===== src/rtl/cfgbank_pkg.sv =====
package cfgbank_pkg;

    localparam int NUM_CH   = 4;
    localparam int DATA_W   = 8;
    localparam int ADDR_W   = 8;
    localparam int CH_REGS  = 8;
    localparam int CH_RW    = CH_REGS - 1;
    localparam int CH_SEL_W = $clog2(NUM_CH);
    localparam int STRAP_W  = 4;

    localparam logic [ADDR_W-1:0] A_STRAP = 8'h00;
    localparam logic [ADDR_W-1:0] A_IDENT = 8'h01;
    localparam logic [ADDR_W-1:0] A_CMD   = 8'h02;
    localparam logic [ADDR_W-1:0] A_CFG0  = 8'h03;
    localparam logic [ADDR_W-1:0] A_CFG1  = 8'h04;
    localparam logic [ADDR_W-1:0] A_STAT  = 8'h05;
    localparam logic [ADDR_W-1:0] A_SEL   = 8'hFF;
    localparam logic [ADDR_W-1:0] A_CHIDX = ADDR_W'(CH_REGS - 1);

    localparam logic [2:0]        VERSION      = 3'd2;
    localparam logic [4:0]        DEVICE_CODE  = 5'h0B;
    localparam logic [DATA_W-1:0] IDENT_BYTE   = {VERSION, DEVICE_CODE};
    localparam logic [DATA_W-1:0] CFG0_DEFAULT = 8'h05;
    localparam logic [DATA_W-1:0] CFG1_DEFAULT = 8'h00;
    localparam logic [6:0]        BUS_BASE     = 7'h18;

    // Select register layout; the positions are what the decoder relies on.
    typedef struct packed {
        logic                bcast;
        logic                chan_en;
        logic [CH_SEL_W-1:0] chan;
    } bank_sel_t;

    localparam int SEL_W = $bits(bank_sel_t);

    typedef enum logic [1:0] {
        RD_SHARED = 2'd0,
        RD_SELECT = 2'd1,
        RD_CHAN   = 2'd2
    } rd_src_e;

    function automatic logic [DATA_W-1:0] chan_default(input int idx);
        return DATA_W'(8'h11 * (idx + 1));
    endfunction

endpackage


===== src/rtl/cfgbank_decode.sv =====
module cfgbank_decode
    import cfgbank_pkg::*;
(
    input  logic [ADDR_W-1:0]   addr,
    input  logic                wr_en,
    input  bank_sel_t           sel,
    output logic                wr_sel,
    output logic                wr_shared,
    output logic [NUM_CH-1:0]   wr_chan,
    output rd_src_e             rd_src,
    output logic [CH_SEL_W-1:0] rd_chan
);

    logic              is_sel;
    logic [NUM_CH-1:0] chan_onehot;

    assign is_sel = (addr == A_SEL);

    genvar g;
    generate
        for (g = 0; g < NUM_CH; g++) begin : g_onehot
            assign chan_onehot[g] = (sel.chan == CH_SEL_W'(g));
        end
    endgenerate

    always_comb begin
        wr_sel    = wr_en && is_sel;
        wr_shared = wr_en && !is_sel && !sel.chan_en;
        wr_chan   = '0;
        if (wr_en && !is_sel && sel.chan_en) begin
            wr_chan = sel.bcast ? '1 : chan_onehot;
        end
    end

    always_comb begin
        if (is_sel) begin
            rd_src = RD_SELECT;
        end else if (sel.chan_en) begin
            rd_src = RD_CHAN;
        end else begin
            rd_src = RD_SHARED;
        end
        rd_chan = sel.chan;
    end

endmodule


===== src/rtl/cfgbank_shared.sv =====
module cfgbank_shared
    import cfgbank_pkg::*;
(
    input  logic               clk,
    input  logic               rst,
    input  logic               wr_sel,
    input  logic               wr_shared,
    input  logic [ADDR_W-1:0]  addr,
    input  logic [DATA_W-1:0]  wr_data,
    input  logic [STRAP_W-1:0] strap,
    input  logic [NUM_CH-1:0]  irq,
    input  logic               load_done,
    output bank_sel_t          sel,
    output logic [DATA_W-1:0]  rd_val,
    output logic [DATA_W-1:0]  cfg0,
    output logic [DATA_W-1:0]  cfg1,
    output logic               shared_rst_pulse,
    output logic               master_rst_pulse
);

    logic cmd_write;
    assign cmd_write = wr_shared && (addr == A_CMD);

    // One-shot command flops: each lives for exactly one cycle.
    always_ff @(posedge clk) begin
        if (rst) begin
            shared_rst_pulse <= 1'b0;
            master_rst_pulse <= 1'b0;
        end else begin
            shared_rst_pulse <= cmd_write && wr_data[0];
            master_rst_pulse <= cmd_write && wr_data[1];
        end
    end

    // Read-write shared state; the shared-reset pulse outranks host writes.
    always_ff @(posedge clk) begin
        if (rst || shared_rst_pulse) begin
            sel  <= '0;
            cfg0 <= CFG0_DEFAULT;
            cfg1 <= CFG1_DEFAULT;
        end else begin
            if (wr_sel) begin
                sel <= bank_sel_t'(wr_data[SEL_W-1:0]);
            end
            if (wr_shared && addr == A_CFG0) begin
                cfg0 <= wr_data;
            end
            if (wr_shared && addr == A_CFG1) begin
                cfg1 <= wr_data;
            end
        end
    end

    always_comb begin
        rd_val = '0;
        case (addr)
            A_STRAP: rd_val[DATA_W-1 -: STRAP_W] = strap;
            A_IDENT: rd_val = IDENT_BYTE;
            A_CMD:   rd_val[1:0] = {master_rst_pulse, shared_rst_pulse};
            A_CFG0:  rd_val = cfg0;
            A_CFG1:  rd_val = cfg1;
            A_STAT: begin
                rd_val[DATA_W-1 -: NUM_CH] = irq;
                rd_val[0]                  = load_done;
            end
            A_SEL:   rd_val[SEL_W-1:0] = sel;
            default: rd_val = '0;
        endcase
    end

endmodule


===== src/rtl/cfgbank_chan.sv =====
module cfgbank_chan
    import cfgbank_pkg::*;
#(
    parameter int CH_IDX = 0
) (
    input  logic                    clk,
    input  logic                    rst,
    input  logic                    wr_en,
    input  logic [ADDR_W-1:0]       addr,
    input  logic [DATA_W-1:0]       wr_data,
    output logic [DATA_W-1:0]       rd_val,
    output logic [CH_RW*DATA_W-1:0] cfg_flat
);

    logic [CH_RW-1:0][DATA_W-1:0] regs;

    always_ff @(posedge clk) begin
        if (rst) begin
            for (int r = 0; r < CH_RW; r++) begin
                regs[r] <= chan_default(r);
            end
        end else if (wr_en) begin
            for (int r = 0; r < CH_RW; r++) begin
                if (addr == ADDR_W'(r)) begin
                    regs[r] <= wr_data;
                end
            end
        end
    end

    genvar g;
    generate
        for (g = 0; g < CH_RW; g++) begin : g_flat
            assign cfg_flat[g*DATA_W +: DATA_W] = regs[g];
        end
    endgenerate

    always_comb begin
        rd_val = '0;
        for (int r = 0; r < CH_RW; r++) begin
            if (addr == ADDR_W'(r)) begin
                rd_val = regs[r];
            end
        end
        if (addr == A_CHIDX) begin
            rd_val = DATA_W'(CH_IDX);
        end
    end

endmodule


===== src/rtl/chan_bank_regs.sv =====
module chan_bank_regs
    import cfgbank_pkg::*;
(
    input  logic                           clk,
    input  logic                           rst,
    input  logic [ADDR_W-1:0]              addr,
    input  logic [DATA_W-1:0]              wr_data,
    input  logic                           wr_en,
    input  logic                           rd_en,
    output logic [DATA_W-1:0]              rd_data,
    input  logic [STRAP_W-1:0]             strap_addr,
    input  logic [NUM_CH-1:0]              chan_irq,
    input  logic                           cfg_load_done,
    output logic [6:0]                     bus_addr,
    output logic [2*DATA_W-1:0]            shared_cfg,
    output logic [NUM_CH*CH_RW*DATA_W-1:0] chan_cfg,
    output logic                           shared_rst_strobe,
    output logic                           master_rst_strobe
);

    bank_sel_t             bank_sel;
    logic                  wr_sel;
    logic                  wr_shared;
    logic [NUM_CH-1:0]     wr_chan;
    rd_src_e               rd_src;
    logic [CH_SEL_W-1:0]   rd_chan;
    logic [DATA_W-1:0]     shared_rd;
    logic [DATA_W-1:0]     cfg0;
    logic [DATA_W-1:0]     cfg1;
    logic [DATA_W-1:0]     chan_rd [NUM_CH];
    logic [DATA_W-1:0]     rd_next;

    cfgbank_decode u_decode (
        .addr      (addr),
        .wr_en     (wr_en),
        .sel       (bank_sel),
        .wr_sel    (wr_sel),
        .wr_shared (wr_shared),
        .wr_chan   (wr_chan),
        .rd_src    (rd_src),
        .rd_chan   (rd_chan)
    );

    cfgbank_shared u_shared (
        .clk              (clk),
        .rst              (rst),
        .wr_sel           (wr_sel),
        .wr_shared        (wr_shared),
        .addr             (addr),
        .wr_data          (wr_data),
        .strap            (strap_addr),
        .irq              (chan_irq),
        .load_done        (cfg_load_done),
        .sel              (bank_sel),
        .rd_val           (shared_rd),
        .cfg0             (cfg0),
        .cfg1             (cfg1),
        .shared_rst_pulse (shared_rst_strobe),
        .master_rst_pulse (master_rst_strobe)
    );

    genvar g;
    generate
        for (g = 0; g < NUM_CH; g++) begin : g_chan
            cfgbank_chan #(.CH_IDX(g)) u_chan (
                .clk      (clk),
                .rst      (rst),
                .wr_en    (wr_chan[g]),
                .addr     (addr),
                .wr_data  (wr_data),
                .rd_val   (chan_rd[g]),
                .cfg_flat (chan_cfg[g*CH_RW*DATA_W +: CH_RW*DATA_W])
            );
        end
    endgenerate

    always_comb begin
        case (rd_src)
            RD_CHAN: rd_next = chan_rd[rd_chan];
            default: rd_next = shared_rd;
        endcase
    end

    always_ff @(posedge clk) begin
        if (rst) begin
            rd_data <= '0;
        end else if (rd_en) begin
            rd_data <= rd_next;
        end
    end

    assign bus_addr   = BUS_BASE + {3'b000, strap_addr};
    assign shared_cfg = {cfg1, cfg0};

endmodule


===== config.mk =====
export PLATFORM = sky130hd
export DESIGN_NAME = chan_bank_regs
export DESIGN_NICKNAME = d
export VERILOG_FILES = /design/src/rtl/cfgbank_pkg.sv /design/src/rtl/cfgbank_decode.sv /design/src/rtl/cfgbank_shared.sv /design/src/rtl/cfgbank_chan.sv /design/src/rtl/chan_bank_regs.sv
export SDC_FILE = /design/constraint.sdc
export NUM_CORES = 1
export LEC_CHECK = 0
export BUFFER_PORTS_ARGS = -buffer_cell sky130_fd_sc_hd__buf_2
export CAP_MARGIN = 20
export CORE_MARGIN = 8
export CORE_UTILIZATION = 49
export CTS_CLUSTER_DIAMETER = 120
export DETAILED_ROUTE_END_ITERATION = 12
export PLACE_DENSITY_LB_ADDON = 0.05
export RECOVER_POWER = 25
export SLEW_MARGIN = 20
export SYNTH_ARGS = -nofsm -noshare
export SYNTH_HDL_FRONTEND = slang
export SYNTH_SLANG_ARGS = --single-unit

===== constraint.sdc =====
create_clock -name clk -period 2.3 [get_ports clk]
set_clock_uncertainty 0.2 [all_clocks]
set_input_delay 0.345 -clock clk [delete_from_list [all_inputs] [get_ports clk]]
set_output_delay 0.345 -clock clk [all_outputs]
set_load 0.01 [all_outputs]

; After elaboration in Yosys (flattened, before gate mapping)
; Cells that the tools add are included.
[word_totals]
elab_cells = 137
rom_bits = 0
output_inout_bits = 257
ram_bits = 0
inputBits = 29
n_memories = 0
reg_bits = 254
latch_bits = 0
[op_classes]
multipliers = 0
add_sub_neg = 1
div = 0
n_eq_ne = 12
order_cmp = 1
n_reduce_logical = 42
bitwise = 1
shifts = 0
n_mux = 44
[op_table]
columns = operator, count
row1 = 8-bit two-way mux, 35
row2 = 2-bit AND reduction, 28
row3 = "8-bit by 3-bit equality test with 1-bit output, second input constant", 4
row4 = 4-bit case mux with 5 select lines, 1
row5 = 8-bit binary-select mux with 2-bit select, 1
row6 = "8-bit by 2-bit equality test with 1-bit output, second input constant", 2
row7 = 1-bit logical AND, 9
row8 = "8-bit by 1-bit equality test with 1-bit output, second input constant", 1
row9 = "8-bit equality test, second input constant", 1
row10 = 8-bit zero test, 1
row11 = 4-bit two-way mux, 2
row12 = 2-bit case mux with 4 select lines, 1
row13 = "5-bit by 4-bit adder with 6-bit output, first input constant", 1
row14 = "2-bit equality test, second input constant", 3
row15 = 1-bit case mux with 6 select lines, 1
row16 = 1-bit case mux with 5 select lines, 1
row17 = 2-bit two-way mux, 2
row18 = "3-bit greater-or-equal comparator, second input constant", 1
row19 = 2-bit NOT with 3-bit output, 1
row20 = "2-bit by 1-bit equality test with 1-bit output, second input constant", 1
row21 = 1-bit zero test, 2
row22 = 2-bit zero test, 1
row23 = 1-bit logical OR, 1

; Logic depth before layout (Yosys ltp)
; Gate-level depths: netlist of run 1.
[depth]
word_depth = 13
depth_mapped = 11
ltp_nobuf = 6

; Hierarchy
; From an unflattened synthesis of run 1, not the netlist that was laid out.
[unflattened]
hier_cells = 1382
hier_area_um2 = 12436.9
[by_module_without_submodules]
columns = module, seq_area_each_um2, cells_per_inst, instances, area_per_inst_um2
row1 = cfgbank_chan (g_chan[1].u_chan), 1121.1, 286, 1, 2631.3
row2 = cfgbank_chan (g_chan[3].u_chan), 1121.1, 275, 1, 2627.5
row3 = cfgbank_chan (g_chan[0].u_chan), 1121.1, 300, 1, 2597.5
row4 = cfgbank_chan (g_chan[2].u_chan), 1121.1, 287, 1, 2576.2
row5 = cfgbank_shared, 440.4, 140, 1, 1198.6
row6 = chan_bank_regs, 160.2, 74, 1, 681.9
row7 = cfgbank_decode, 0.0, 20, 1, 123.9

; Least setup slack after synthesis of run 1
; OpenSTA, ideal clock, no wires.
[synth_timing]
path_type = input to register
from = input port addr[1]
to = register g_chan[1].u_chan.regs (netlist bit g_chan[1].u_chan.cfg_flat[41])
setup_ps = 120
path_buffers = 4
required_ps = 1980
stages = 9
setup_slack_ps = -124
arrival_time_ps = 2104
path_cell_list = clkbuf_2 > nand2_1 > or3_1 > buf_2 > nand4b_1 > buf_2 > nor2_1 > clkbuf_1 > a211o_1
[synth_via]
elab_chain_cells = 6
elab_cells_between_ends = 7
classes_between = 2 x eq/ne / 1 x mux / 4 x reduce/logical
[synth_lines]
columns = item, line_no
row1 = from (decl), chan_bank_regs.sv:6  ; input logic [ADDR_W-1:0] addr,
row2 = 8-bit equality test, cfgbank_decode.sv:17  ; assign is_sel = (addr == A_SEL);
row3 = 1-bit zero test, cfgbank_decode.sv:30  ; if (wr_en && !is_sel && sel.chan_en) begin
row4 = 1-bit logical AND (2 in a row), cfgbank_decode.sv:30
row5 = 4-bit two-way mux, cfgbank_decode.sv:30
row6 = 2-bit AND reduction (no line) *, -
row7 = "to (signal, indexed assignment)", cfgbank_chan.sv:20  ; regs[r] <= chan_default(r);
row8 = "to (signal, indexed assignment)", cfgbank_chan.sv:25  ; regs[r] <= wr_data;
row9 = to (decl), cfgbank_chan.sv:15  ; logic [CH_RW-1:0][DATA_W-1:0] regs;
; Mark *: on every way between the ends. The rest lies on a longest branch, timed or not.
; A chain may end at the register's enable or synchronous reset.

; Worst setup path in the final report of run 1
[layout_timing]
from = register, netlist name u_shared.sel[2]
to = register g_chan[1].u_chan.regs (netlist bit g_chan[1].u_chan.cfg_flat[13])
[layout_via]
elab_chain_cells = 3
[layout_lines]
columns = item, line_no
row1 = 1-bit logical AND, cfgbank_decode.sv:30
row2 = 4-bit two-way mux, cfgbank_decode.sv:30
row3 = 2-bit AND reduction (no line), -
; No other way between the ends.

==> parameters.txt, run 1 <==
Parameter                              Value

Run status
  Status    completed

Critical path
  Critical Path Source Type    register
  CP endpoint kind    register
  FF-to-FF setup slack    80 ps
  Worst r2r dst    g_chan[1].u_chan.cfg_flat[13]$_SDFFE_PP1P_
  Worst reg-to-reg path cell count    6
  Arrival time worst endpoint    2450 ps
  Crit-path max cell delay    660 ps
  Worst reg2reg path startpoint    u_shared.sel[2]$_SDFFE_PP0P_
  Family with the most delay on the worst path    flip-flops
  Worst-path maximum fanout    14
  Start-to-end type of the worst setup path    reg2reg
  Slowest-stage cell, CP    sky130_fd_sc_hd__dfxtp_1
  Worst EP required    about 2500 ps
  Ordered cell list for the critical path    nand4b_1, buf_12, buf_4, nor2_4, nor2b_1, a211o_1
  Number of buffer and inverter stages on the critical path    2

Global route
  Wire length of the first global-routing pass    80900 µm
  Largest net degree at the start of global routing    125
  Total grt overflow    0
  Via count of the first global-routing pass    13100
  Gr usage total    34.1%
  Initial antenna violation count    2

CTS
  Max clock buf depth    3
  CTS H-Tree Depth    1
  Clk Latency, worst-skew pair    about 560 ps
  CTS tree    yes
  Clock tree sinks    about 250
  Post-CTS Setup Inserts    0
  Clk slew on worst S/H paths    around 70 ps
  Number of buffers created by CTS    28
  Root cell of the clock tree    sky130_fd_sc_hd__clkbuf_16

Min path
  Hold Path Sink    g_chan[2].u_chan.cfg_flat[1]$_SDFFE_PP0P_
  Worst Min Path Start    wr_data[1]
  Cells on Worst Hold Path    3
  Type of the worst min-delay path    in2reg

Timing
  Max Clk Rate    0.449 GHz
  Final critical-path share of the clock period    96.7%
  Post-Route Hold Slack    73.4 ps
  Total negative setup slack    0 ps
  Slew margin rel.    59.0%
  Total of endpoints with negative setup slack in the final report    0
  Final hold violation count    0
  Worst slew pin tran    599 ps
  Final critical path time including I/O delays and setup    2220 ps
  Post-layout worst setup margin    75.1 ps
  Fin. max-slew vios    0
  Setup repair after global routing missed its margin    false

Place
  HPWL after DPL    39800 µm
  Placed inst area    15300 µm²
  Gpl congestion    just over 1
  Dpl ws    -377 ps
  Buffers added on ports    284
  Number of instances in the placed design    2160

Power and ir drop
  Static leakage power    6.06 nW
  Power Dens Cells    about 610 nW/µm²
  Power consumption    9.98 mW
  Max IR drop VDD    between 500 and 600 µV

Cells and area
  Count of inserted antenna diode cells    0
  Finished layout cell area    approximately 16000 µm²
  Post-route insts no fill    2214
  Layout cells sized above 1    approximately 27%
  Util after Layout    66.9%
  Net total in the final layout    1897
  Layout overhead on the synthesized area    34.6%

Floorplanning
  Chip height    roughly 170 µm
  Initial core utilization    49.7%
  Rows    57
  Top-Level Pins    286
  Core region area    24200 µm²
  Die area    29900 µm²
  Die extent in x    between 150 and 200 µm

Synthesis
  Library cell with the highest instance count after synthesis    sky130_fd_sc_hd__dfxtp_1
  Netlist area before placement    12100 µm²
  Post-synthesis instance total    1453
  Share of synthesized registers carrying an async set or reset    0%
  Top-area cell type share of the netlist area    42.2%
  Count of flip-flops with a built-in enable after synthesis    0
  Count of different cell masters after synthesis    69
  Proportion of synthesized chip area in sequential cells    a little over two fifths
  Post-Synthesis Mean Instance Area    8.30 µm²
  Synthesized flop and latch total    254
  Top flip-flop cell by instance count after synthesis    sky130_fd_sc_hd__dfxtp_1
  Most area-hungry cell type in the Yosys netlist    sky130_fd_sc_hd__dfxtp_1
  Top cells by count, synth    254 x sky130_fd_sc_hd__dfxtp_1, 220 x sky130_fd_sc_hd__nand2_1, 136 x sky130_fd_sc_hd__a21oi_1, 122 x sky130_fd_sc_hd__o21ai_0, 98 x sky130_fd_sc_hd__nor2_1
  Most area-consuming cells after synthesis    sky130_fd_sc_hd__dfxtp_1 42%, sky130_fd_sc_hd__nand2_1 6.8%, sky130_fd_sc_hd__a21oi_1 5.6%, sky130_fd_sc_hd__a211o_1 5.5%, sky130_fd_sc_hd__o21ai_0 5.1%
  Post-Syn Nets    1482
  Number of synthesis warnings    0

Route
  Routed wire length    53600 µm
  Wire length per cell    24.2 µm
  Number of DRC violations after detailed routing    0
  Via count of the routed design    13600
  Initial DRC count    between 1000 and 1500
  DRT antenna net count    0
  Drt first pass iters    6
  Vias per Instance    6.16

Run
  # Max-Cap Violations    0
==> how the worst max path moves through the flow <==
stage                                                 end  depth (start not counted)                          from  slack [ps]
6_report       g_chan[1].u_chan.cfg_flat[13]$_SDFFE_PP1P_                          6  u_shared.sel[2]$_SDFFE_PP0P_          80
5_1_grt        g_chan[0].u_chan.cfg_flat[26]$_SDFFE_PP1P_                          6  u_shared.sel[2]$_SDFFE_PP0P_           4
4_1_cts        g_chan[2].u_chan.cfg_flat[30]$_SDFFE_PP1P_                          7  u_shared.sel[0]$_SDFFE_PP0P_          40
3_5_place_dp                      rd_data[3]$_SDFFE_PP0P_                          8                       addr[4]        -380
3_3_place_gp                      rd_data[1]$_SDFFE_PP0P_                          8                       addr[5]        -350
2_1_floorplan  g_chan[0].u_chan.cfg_flat[36]$_SDFFE_PP1P_                          9                       addr[1]         -60
==> cells in the final DEF, fill, tap and decap left out, types with 9 or more instances in the layout <==
master | netlist | final
sky130_fd_sc_hd__nor2_1 | 98 | 91
sky130_fd_sc_hd__buf_2 | 29 | 159
sky130_fd_sc_hd__nor2_2 | 7 | 12
sky130_fd_sc_hd__buf_4 | 10 | 223
sky130_fd_sc_hd__nor2b_1 | 85 | 85
sky130_fd_sc_hd__mux2i_1 | 53 | 53
sky130_fd_sc_hd__o21ai_0 | 122 | 122
sky130_fd_sc_hd__a22oi_1 | 14 | 14
sky130_fd_sc_hd__nand3b_1 | 24 | 24
sky130_fd_sc_hd__a21oi_1 | 136 | 136
sky130_fd_sc_hd__nand3_1 | 19 | 19
sky130_fd_sc_hd__mux2_2 | 11 | 11
sky130_fd_sc_hd__nor3_1 | 20 | 18
sky130_fd_sc_hd__mux4_2 | 12 | 12
sky130_fd_sc_hd__clkbuf_16 | 0 | 29
sky130_fd_sc_hd__dfxtp_1 | 254 | 253
sky130_fd_sc_hd__a211o_1 | 76 | 76
sky130_fd_sc_hd__buf_12 | 0 | 16
sky130_fd_sc_hd__o221ai_1 | 9 | 9
sky130_fd_sc_hd__nand2_1 | 220 | 220
sky130_fd_sc_hd__clkinv_2 | 0 | 9
sky130_fd_sc_hd__nand2b_1 | 11 | 11
sky130_fd_sc_hd__clkbuf_1 | 93 | 126
==> cell type report <==
type,instances,area (µm²)
repair buffers,526,3290
inverters,11,41.3
fillers,2184,8020
flip-flops and latches,254,5090
clock inverters,19,214
well taps,324,405
multi-input cells,1047,6420
clock buffers,33,771
==> logic make-up (layout without fill, tap and decap cells) <==
logic type	Yosys count	after routing	synth area share, %
compound gates	451	451	24.2
other cells	1	1	0.0311
flops	254	254	42.2
simple gates	519	519	20.5
buf+inv	152	589	5.42
mux	76	76	7.67
==> metal layers <==
layer  share of wire (%)  vias to the layer above  wire length, µm  track usage, %
met4                 4.0                        4             2160            13.0
met1                  41                     6580            21700            45.5
met5               0.041                        -               22               0
met3                  11                      154             5810            7.34
li1                    -                     6003                -               -
met2                  45                      889            23900            53.2
==> worst min-delay path, stage by stage <==
cell                      delay, ps
sky130_fd_sc_hd__buf_2          270
sky130_fd_sc_hd__nand2_1        120
sky130_fd_sc_hd__a21oi_1         50
==> where the power goes <==
group / internal [mW] / total, mW / switching, mW
clock: 2.85 / 4.80 / 1.95
combinational: 0.267 / 0.770 / 0.503
sequential: 4.40 / 4.40 / 0.00390
total: 7.52 / 9.98 / 2.46
==> state kept, by name (all words and copies together), names as in the netlist <==
name	count
g_chan.u_chan.cfg_flat	224
rd_data	8
u_shared.cfg0	8
u_shared.cfg1	8
u_shared.master_rst_pulse	1
u_shared.sel	4
u_shared.shared_rst_pulse	1
==> repair_timing <==
action	4_1_cts	5_1_grt
endpoints found under the setup margin	10	80
hold buffers	2	0
gates cloned	0	0
pin swaps	0	1
resized for setup	1	11
endpoints found under the hold margin	4	0
(Power assumes the default switching activity.)
==> run 2, diff against run 1 <==
--- a/config.mk
+++ b/config.mk
@@ -11,7 +11,7 @@
 export CORE_UTILIZATION = 49
 export CTS_CLUSTER_DIAMETER = 120
 export DETAILED_ROUTE_END_ITERATION = 12
-export PLACE_DENSITY_LB_ADDON = 0.05
+export PLACE_DENSITY = 0.77
 export RECOVER_POWER = 25
 export SLEW_MARGIN = 20
 export SYNTH_ARGS = -nofsm -noshare
==> parameters.txt, run 2 (synthesis gave the netlist of run 1 again) <==
Parameter                              Value

Run status
  Status    completed

Floorplanning
  Die area    ~30000 µm²
  Rows    57
  Core region area    24200 µm²
  Die extent in x    173 µm
  Chip height    173 µm
  Initial core utilization    49.7%
  Top-Level Pins    roughly 290

Min path
  Type of the worst min-delay path    in2reg

Critical path
  Timing startpoint of the critical path    addr[5]
  Worst reg-to-reg path cell count    8
  Family with the most delay on the worst path    simple AND/OR/NAND/NOR gates
  Crit. path cell count    9
  Number of buffer and inverter stages on the critical path    3
  Slowest-stage cell, CP    sky130_fd_sc_hd__or4_4
  Arrival time worst endpoint    2470 ps
  Worst reg2reg path startpoint    u_shared.sel[1]$_SDFFE_PP0P_
  Crit-path max cell delay    580 ps
  CP endpoint    rd_data[0]$_SDFFE_PP0P_
  FF-to-FF setup slack    approximately 70 ps
  Ordered cell list for the critical path    buf_2, or4_4, buf_12, nor3_4, nand2_1, a211oi_1, buf_4, o21ai_1, a311oi_1
  Worst r2r dst    g_chan[1].u_chan.cfg_flat[53]$_SDFFE_PP1P_
  Critical Path Source Type    input port
  Worst-path maximum fanout    15
  Worst EP required    about 2500 ps
  Start-to-end type of the worst setup path    in2reg
  CP endpoint kind    register

Timing
  Fin. max-slew vios    0
  Setup repair after global routing missed its margin    false
  Slew margin rel.    47.8%
  Worst slew pin tran    783 ps
  Final critical-path share of the clock period    97.4%
  Final critical path time including I/O delays and setup    2240 ps
  Total of endpoints with negative setup slack in the final report    0
  Final hold violation count    0
  Max Clk Rate    0.446 GHz
  Total negative setup slack    0 ps
  Post-Route Hold Slack    15.3 ps

Route
  Initial DRC count    roughly 1900
  Wire length per cell    roughly 24 µm
  Via count of the routed design    13700
  Number of DRC violations after detailed routing    0
  DRT antenna net count    0
  Routed wire length    53800 µm
  Drt first pass iters    6
  Vias per Instance    6.21

Power and ir drop
  Power consumption    9.39 mW
  Static leakage power    5.94 nW
  Max IR drop VDD    ~600 µV
  Power Dens Cells    between 500 and 600 nW/µm²

Cells and area
  Top library cells by usage in the layout, fill and taps aside    254 x sky130_fd_sc_hd__dfxtp_1, 220 x sky130_fd_sc_hd__nand2_1, 218 x sky130_fd_sc_hd__buf_4
  Net total in the final layout    1887
  Fill count    2097
  Layout overhead on the synthesized area    32.6%
  Commonest non-fill, non-tap cell in the layout    sky130_fd_sc_hd__dfxtp_1
  Max reg flops    224
  Count of inserted antenna diode cells    0
  Layout cells sized above 1    25.8%
  Finished layout cell area    16000 µm²
  Util after Layout    between 60% and 70%

CTS
  CTS tree    yes
  Clk Latency, worst-skew pair    approximately 540 ps
  Root cell of the clock tree    sky130_fd_sc_hd__clkbuf_16
  Post-CTS Setup Inserts    0
  Clk slew on worst S/H paths    around 60 ps
  CTS H-Tree Depth    1
  Count of hold-fix buffers inserted at cts    0
  Clock tree sinks    about 250
  Number of buffers created by CTS    26
  Max clock buf depth    3

Place
  Buffers added on ports    approximately 280
  Gpl congestion    slightly above 1
  Placed inst area    approximately 15000 µm²
  HPWL after DPL    39600 µm

Global route
  Wire length of the first global-routing pass    81300 µm
  Via count of the first global-routing pass    13400
  Largest net degree at the start of global routing    91
  Total grt overflow    0
  Initial antenna violation count    1
  Gr usage total    34.1%

Run
  # Max-Cap Violations    0
[run 2: cell type report]
class                   count  area [µm²]  share of cell area (%)
inverters                  11        41.3                   0.258
repair buffers            518        3240                    20.3
well taps                 324         405                    2.54
flip-flops and latches    254        5080                    31.8
clock inverters             4        47.5                   0.297
multi-input cells        1047        6380                    39.9
clock buffers              40         785                    4.91
[run 2: metal layers]
layer | wire (µm) | GRT usage [%] | vias up
met4 | 2730 | 15.3 | 2
met3 | 6270 | 8.49 | 201
li1 | - | - | 5980
met1 | 20800 | 43.1 | 6518
met5 | 13 | 0 | -
met2 | 24000 | 54.2 | 950
[run 2: worst register-to-register path: stages (launching register included)]
cell and delay (ps):
sky130_fd_sc_hd__dfxtp_1 310, sky130_fd_sc_hd__inv_1 170, sky130_fd_sc_hd__a21oi_1 130, sky130_fd_sc_hd__nand4b_1 240
sky130_fd_sc_hd__buf_4 230, sky130_fd_sc_hd__nor2_1 340, sky130_fd_sc_hd__buf_12 180, sky130_fd_sc_hd__nor2b_1 50
sky130_fd_sc_hd__a211o_1 260
[run 2: worst min-delay path by stage]
| stage | endpoint | slack (ps) | start | cells after the start |
|---|---|---|---|---|
| after CTS | rd_data[7]$_SDFFE_PP0P_ | 3 | rd_en | 3 |
| after detailed placement | g_chan[1].u_chan.cfg_flat[28]$_SDFFE_PP0P_ | 260 | g_chan[1].u_chan.cfg_flat[28]$_SDFFE_PP0P_ | 2 |
| after global placement | g_chan[3].u_chan.cfg_flat[47]$_SDFFE_PP0P_ | 250 | g_chan[3].u_chan.cfg_flat[47]$_SDFFE_PP0P_ | 2 |
| after global routing | rd_data[7]$_SDFFE_PP0P_ | 50 | rd_en | 3 |
| final | rd_data[7]$_SDFFE_PP0P_ | 20 | rd_en | 3 |
| after floorplan | g_chan[2].u_chan.cfg_flat[16]$_SDFFE_PP1P_ | 260 | wr_data[0] | 1 |
[run 2: timing repair]
| item | in CTS | in global routing |
|---|---|---|
| resized for setup | 0 | 4 |
| endpoints found under the setup margin | 0 | 32 |
| endpoints found under the hold margin | 0 | 0 |
[run 2: metrics by stage]
stage | cells | worst slack [ps]
after detailed placement | 2154 | -391
after global routing | 2198 | 10.2
after floorplan | 1453 | -56.1
after global placement | 2154 | -366
after CTS | 2198 | 79.2
final | 2198 | 60.2
[run 2: report_power, final]
group / total [mW] / switching (mW) / leakage (nW) / internal [mW]
Combinational: 0.769 / 0.497 / 3.49 / 0.272
Sequential: 4.40 / 0.00387 / 2.05 / 4.40
Clock: 4.22 / 1.78 / 0.406 / 2.44
Total: 9.39 / 2.28 / 5.94 / 7.11
